===== config.mk =====
export PLATFORM = sky130hd
export DESIGN_NAME = mpm_top
export DESIGN_NICKNAME = d
export VERILOG_FILES = /design/src/rtl/mpm_pkg.sv /design/src/rtl/mpm_sub_mul.sv /design/src/rtl/mpm_ks_add.sv /design/src/rtl/mpm_array.sv /design/src/rtl/mpm_top.sv
export SDC_FILE = /design/constraint.sdc
export NUM_CORES = 2
export LEC_CHECK = 0
export CORE_MARGIN = 4
export CORE_UTILIZATION = 45
export DETAILED_ROUTE_END_ITERATION = 16
export GPL_TIMING_DRIVEN = 1
export HOLD_SLACK_MARGIN = 0.12
export MAX_ROUTING_LAYER = met4
export PLACE_DENSITY_LB_ADDON = 0.12
export SYNTH_ARGS = -nofsm -noshare
export SYNTH_HDL_FRONTEND = slang
export SYNTH_HIERARCHICAL = 1
export SYNTH_SLANG_ARGS = --single-unit

===== constraint.sdc =====
create_clock -name clk -period 12.6 [get_ports clk]
set_clock_uncertainty 0.15 [all_clocks]
set_input_delay 1.89 -clock clk [delete_from_list [all_inputs] [get_ports clk]]
set_output_delay 1.89 -clock clk [all_outputs]
set_load 0.005 [all_outputs]

===== src/rtl/mpm_pkg.sv =====
package mpm_pkg;

  typedef enum logic [1:0] {
    MODE_S8  = 2'b00,
    MODE_T8  = 2'b01,
    MODE_S16 = 2'b10,
    MODE_S32 = 2'b11
  } mpm_mode_e;

  // Decide whether sub-multiplier (row, col) takes part in a given mode.
  // row indexes the chunk of operand A, col the chunk of operand B.
  function automatic logic sub_enabled(input logic [1:0] md, input int row,
                                       input int col, input int half_chunks);
    logic r;
    case (md)
      MODE_S8:  r = (row == 0) && (col == 0);
      MODE_T8:  r = (row == col) && (row < 2);
      MODE_S16: r = (row < half_chunks) && (col < half_chunks);
      default:  r = 1'b1;
    endcase
    return r;
  endfunction

endpackage


===== src/rtl/mpm_sub_mul.sv =====
module mpm_sub_mul #(
  parameter int SUB_W = 8
) (
  input  logic               en,
  input  logic [SUB_W-1:0]   x,
  input  logic [SUB_W-1:0]   y,
  output logic [2*SUB_W-1:0] p
);
  logic [SUB_W-1:0] x_g;
  logic [SUB_W-1:0] y_g;

  // Operand isolation: an idle element sees constant zero inputs.
  assign x_g = x & {SUB_W{en}};
  assign y_g = y & {SUB_W{en}};
  assign p   = {{SUB_W{1'b0}}, x_g} * {{SUB_W{1'b0}}, y_g};
endmodule


===== src/rtl/mpm_ks_add.sv =====
module mpm_ks_add #(
  parameter int W = 64
) (
  input  logic [W-1:0] x,
  input  logic [W-1:0] y,
  output logic [W-1:0] s,
  output logic         cout
);
  localparam int LV = $clog2(W);

  logic [W-1:0] gen [LV+1];
  logic [W-1:0] prp [LV+1];

  assign gen[0] = x & y;
  assign prp[0] = x ^ y;

  generate
    for (genvar l = 1; l <= LV; l++) begin : g_lvl
      localparam int D = 1 << (l - 1);
      for (genvar i = 0; i < W; i++) begin : g_bit
        if (i >= D) begin : g_black
          // group generate / propagate from the high and low spans
          assign gen[l][i] = gen[l-1][i] | (prp[l-1][i] & gen[l-1][i-D]);
          assign prp[l][i] = prp[l-1][i] & prp[l-1][i-D];
        end else begin : g_pass
          assign gen[l][i] = gen[l-1][i];
          assign prp[l][i] = prp[l-1][i];
        end
      end
    end
  endgenerate

  assign s    = prp[0] ^ {gen[LV][W-2:0], 1'b0};
  assign cout = gen[LV][W-1] | (&prp[LV]);
endmodule


===== src/rtl/mpm_array.sv =====
module mpm_array #(
  parameter int SUB_W = 8,
  parameter int N     = 4
) (
  input  logic [1:0]           md,
  input  logic [N*SUB_W-1:0]   a,
  input  logic [N*SUB_W-1:0]   b,
  output logic [2*N*SUB_W-1:0] prod
);
  import mpm_pkg::*;

  localparam int PW   = 2 * N * SUB_W;
  localparam int HALF = (N > 1) ? N / 2 : 1;

  logic [2*SUB_W-1:0] pp [N][N];
  logic [PW-1:0]      row_e [N];
  logic [PW-1:0]      row_o [N];
  logic [PW-1:0]      row_s [N];
  logic [PW-1:0]      row_sh [N];
  logic [PW-1:0]      acc [N];
  logic [N-1:0]       row_co;
  logic [N-1:0]       acc_co;

  generate
    for (genvar i = 0; i < N; i++) begin : g_row
      for (genvar j = 0; j < N; j++) begin : g_col
        logic en_ij;
        assign en_ij = sub_enabled(md, i, j, HALF);
        mpm_sub_mul #(.SUB_W(SUB_W)) u_sub (
          .en (en_ij),
          .x  (a[i*SUB_W +: SUB_W]),
          .y  (b[j*SUB_W +: SUB_W]),
          .p  (pp[i][j])
        );
      end
    end
  endgenerate

  // Even and odd columns of a row never overlap, so each row needs one add.
  always_comb begin
    for (int i = 0; i < N; i++) begin
      row_e[i] = '0;
      row_o[i] = '0;
      for (int j = 0; j < N; j++) begin
        if ((j % 2) == 0) row_e[i][j*SUB_W +: 2*SUB_W] = pp[i][j];
        else              row_o[i][j*SUB_W +: 2*SUB_W] = pp[i][j];
      end
    end
  end

  generate
    for (genvar i = 0; i < N; i++) begin : g_rsum
      mpm_ks_add #(.W(PW)) u_row_add (
        .x    (row_e[i]),
        .y    (row_o[i]),
        .s    (row_s[i]),
        .cout (row_co[i])
      );
      assign row_sh[i] = row_s[i] << (i * SUB_W);
    end

    assign acc[0]    = row_sh[0];
    assign acc_co[0] = row_co[0];
    for (genvar i = 1; i < N; i++) begin : g_acc
      mpm_ks_add #(.W(PW)) u_acc_add (
        .x    (acc[i-1]),
        .y    (row_sh[i]),
        .s    (acc[i]),
        .cout (acc_co[i])
      );
    end
  endgenerate

  assign prod = acc[N-1];
endmodule


===== src/rtl/mpm_top.sv =====
module mpm_top #(
  parameter int DATA_W = 32,
  parameter int SUB_W  = 8
) (
  input  logic                clk,
  input  logic                rst_n,
  input  logic                in_valid,
  input  logic [1:0]          mode,
  input  logic [DATA_W-1:0]   op_a,
  input  logic [DATA_W-1:0]   op_b,
  output logic                out_valid,
  output logic [2*DATA_W-1:0] product
);
  localparam int N  = DATA_W / SUB_W;
  localparam int PW = 2 * DATA_W;

  // reset: asserted asynchronously, released on the clock
  logic [1:0] rst_pipe_q;
  logic       rst_sync_q;

  always_ff @(posedge clk or negedge rst_n) begin
    if (!rst_n) rst_pipe_q <= '0;
    else        rst_pipe_q <= {rst_pipe_q[0], 1'b1};
  end
  assign rst_sync_q = rst_pipe_q[1];

  // stage 1: operand capture
  logic              vld1_q, vld1_d;
  logic [1:0]        md1_q, md1_d;
  logic [DATA_W-1:0] a1_q, a1_d, b1_q, b1_d;

  always_comb begin
    vld1_d = in_valid;
    md1_d  = md1_q;
    a1_d   = a1_q;
    b1_d   = b1_q;
    if (in_valid) begin
      md1_d = mode;
      a1_d  = op_a;
      b1_d  = op_b;
    end
  end

  always_ff @(posedge clk or negedge rst_sync_q) begin
    if (!rst_sync_q) begin
      vld1_q <= 1'b0;
      md1_q  <= '0;
      a1_q   <= '0;
      b1_q   <= '0;
    end else begin
      vld1_q <= vld1_d;
      md1_q  <= md1_d;
      a1_q   <= a1_d;
      b1_q   <= b1_d;
    end
  end

  // reconfigurable array
  logic [PW-1:0] prod_c;

  mpm_array #(.SUB_W(SUB_W), .N(N)) u_array (
    .md   (md1_q),
    .a    (a1_q),
    .b    (b1_q),
    .prod (prod_c)
  );

  // stage 2: result register
  logic          vld2_q, vld2_d;
  logic [PW-1:0] prod2_q, prod2_d;

  always_comb begin
    vld2_d  = vld1_q;
    prod2_d = prod2_q;
    if (vld1_q) prod2_d = prod_c;
  end

  always_ff @(posedge clk or negedge rst_sync_q) begin
    if (!rst_sync_q) begin
      vld2_q  <= 1'b0;
      prod2_q <= '0;
    end else begin
      vld2_q  <= vld2_d;
      prod2_q <= prod2_d;
    end
  end

  assign out_valid = vld2_q;
  assign product   = prod2_q;
endmodule


==> impl_metrics.tcl <==
set metrics [dict create \
    status "complete, no violations" \
    wire_per_inst_um 20.96 \
    clock_latency_ps 510 \
    final_util_pct 51.11 \
    max_stage_delay_ps 480 \
    hold_ws_ps 200.1 \
    timing.slew.headroom_pct 25.30 \
    postLayoutCellArea_um2 73680 \
    end_kind "register" \
    rsz0062_at_grt "true" \
    ctsRootBufferMaster "clkbuf_16" \
    antenna_found_initial 6 \
    nets 10248 \
    cts_made_buffers 17 \
    ios 134 \
    cts_hold_buffers 0 \
    coreArea_um2 144200 \
    grt_max_degree 247 \
    area_growth_pct 12.32 \
    initial_utilization_pct 45.50 \
    crit_type "register to register" \
    cp_top_family "adder cells" \
    ant_nets 0 \
    placed_cell_area_um2 72250 \
    cts.clk_slew.worst_paths_ps 80 \
    slowest_stage "fa_1" \
    drive_gt1_share_pct 11.53 \
    fin_crit_ps 12150 \
    syn_inst 8089 \
    final.fill_count 14166 \
    multiInputGateArea_um2 58940 \
    gp_congestion 0.9623 \
    placementRows 139 \
    cp_max_fo 11 \
    worst-path-stages 52 \
    cpMostUsedCell "buf_4" \
    fp.dieH_um 389.8 \
    hold_path_class "register to async pin" \
    gr-usage-all-layers_pct 29.48 \
    drt_first_pass_iters 6 \
    final_common_cell "ha_1" \
    vias_per_cell 5.877 \
    finalSetupTns_ps 0 \
    die_x_um 389.8 \
    syn_area_um2 65600 \
    dr.first_iter.drc_count 4069 \
    io_buffers 133 \
    critical_path_buf_inv_count 12 \
    syn-mean-instance-area_um2 8.110 \
    num_vias 61951 \
    grt_pass1_wl_um 347700 \
    clock-sinks 134 \
    worst_pin_slew_ps 1120 \
    finalHoldViolCount 0 \
    cts_tree "yes" \
    grt_pass1_vias 62295 \
    setup_viol 0 \
    dpl.hpwl_um 183800 \
    yosysWarnings 6 \
    post-route-period-util_pct 96.44 \
    wl_um 221000 \
    fmax_mhz 82.29 \
    clockBufferDepth 2 \
    drv_cap 0 \
    startpoint_type "register" \
    final_cell_mix "957 x ha_1, 894 x inv_1, 870 x and3_1, 583 x fa_1, 538 x a21oi_1" \
    gr-total-overflow 0 \
    route.detailed.drc 0 \
    dieArea_um2 151900 \
    drv_slew 0 \
    htreeDepth 4 \
    seq_area_um2 3362 \
    worst-endpoint-arrival_ps 12390 \
    r2r_cells 52 \
    cp.required_ps 12840 \
]
[worst paths after layout]
kind	endpoint	slack, ps	startpoint
min in group clk	rst_pipe_q[1]	210	rst_pipe_q[0]
min reg2reg	a1_q[31]	200	rst_pipe_q[1]
max reg2reg	product[60]	450	a1_q[2]
min	a1_q[31]	200	rst_pipe_q[1]
max in group asynchronous	product[59]	10270	rst_pipe_q[1]
max	product[60]	450	a1_q[2]
[metrics by stage]
step	std cells	setup WS, ps
after floorplan	8303	942.4
after global placement	10494	-123.0
after detailed placement	10494	-224.9
after CTS	10526	26.92
after global routing	10536	-73.19
final	10542	448.0
[worst register-to-register path: cells and delay by family (launching register included)]
kind / cells / cell delay (ps)
fa+ha+maj: 9 / 3420
compound gates: 16 / 3190
buf+inv: 12 / 1700
simple gates: 9 / 1700
xor+xnor: 4 / 870
mux: 2 / 570
flops: 1 / 440
[registers in the layout, summed over array words and instances (netlist names)]
| name | flops |
|---|---|
| product | 64 |
| a1_q | 32 |
| b1_q | 32 |
| md1_q | 2 |
| rst_pipe_q | 2 |
| out_valid | 1 |
| vld1_q | 1 |
[metal layers]
layer | up-vias | global-route usage, % | wire, um
li1 | 29754 | - | -
met1 | 30376 | 36.74 | 96610
met2 | 1486 | 49.36 | 104500
met3 | 335 | 2.112 | 8396
met4 | 0 | 12.91 | 11440
met5 | - | - | 0
[timing repair]
item,in CTS,in global routing
setup endpoints to repair,12,24
setup buffers,0,9
pin swaps,0,24
resized for setup,10,184
gates cloned,0,1
[final cells by class]
type | instances | area share (%)
flip-flops and latches | 134 | 4.563
diodes | 6 | 0.02038
clock buffers | 19 | 0.6011
repair buffers | 614 | 6.845
multi-input cells | 6958 | 79.99
clock inverters | 13 | 0.1885
well taps | 1903 | 3.231
inverters | 895 | 4.559
Power is not shown: default switching activity piles up to over one toggle a cycle in this logic, so the estimate is an artifact.
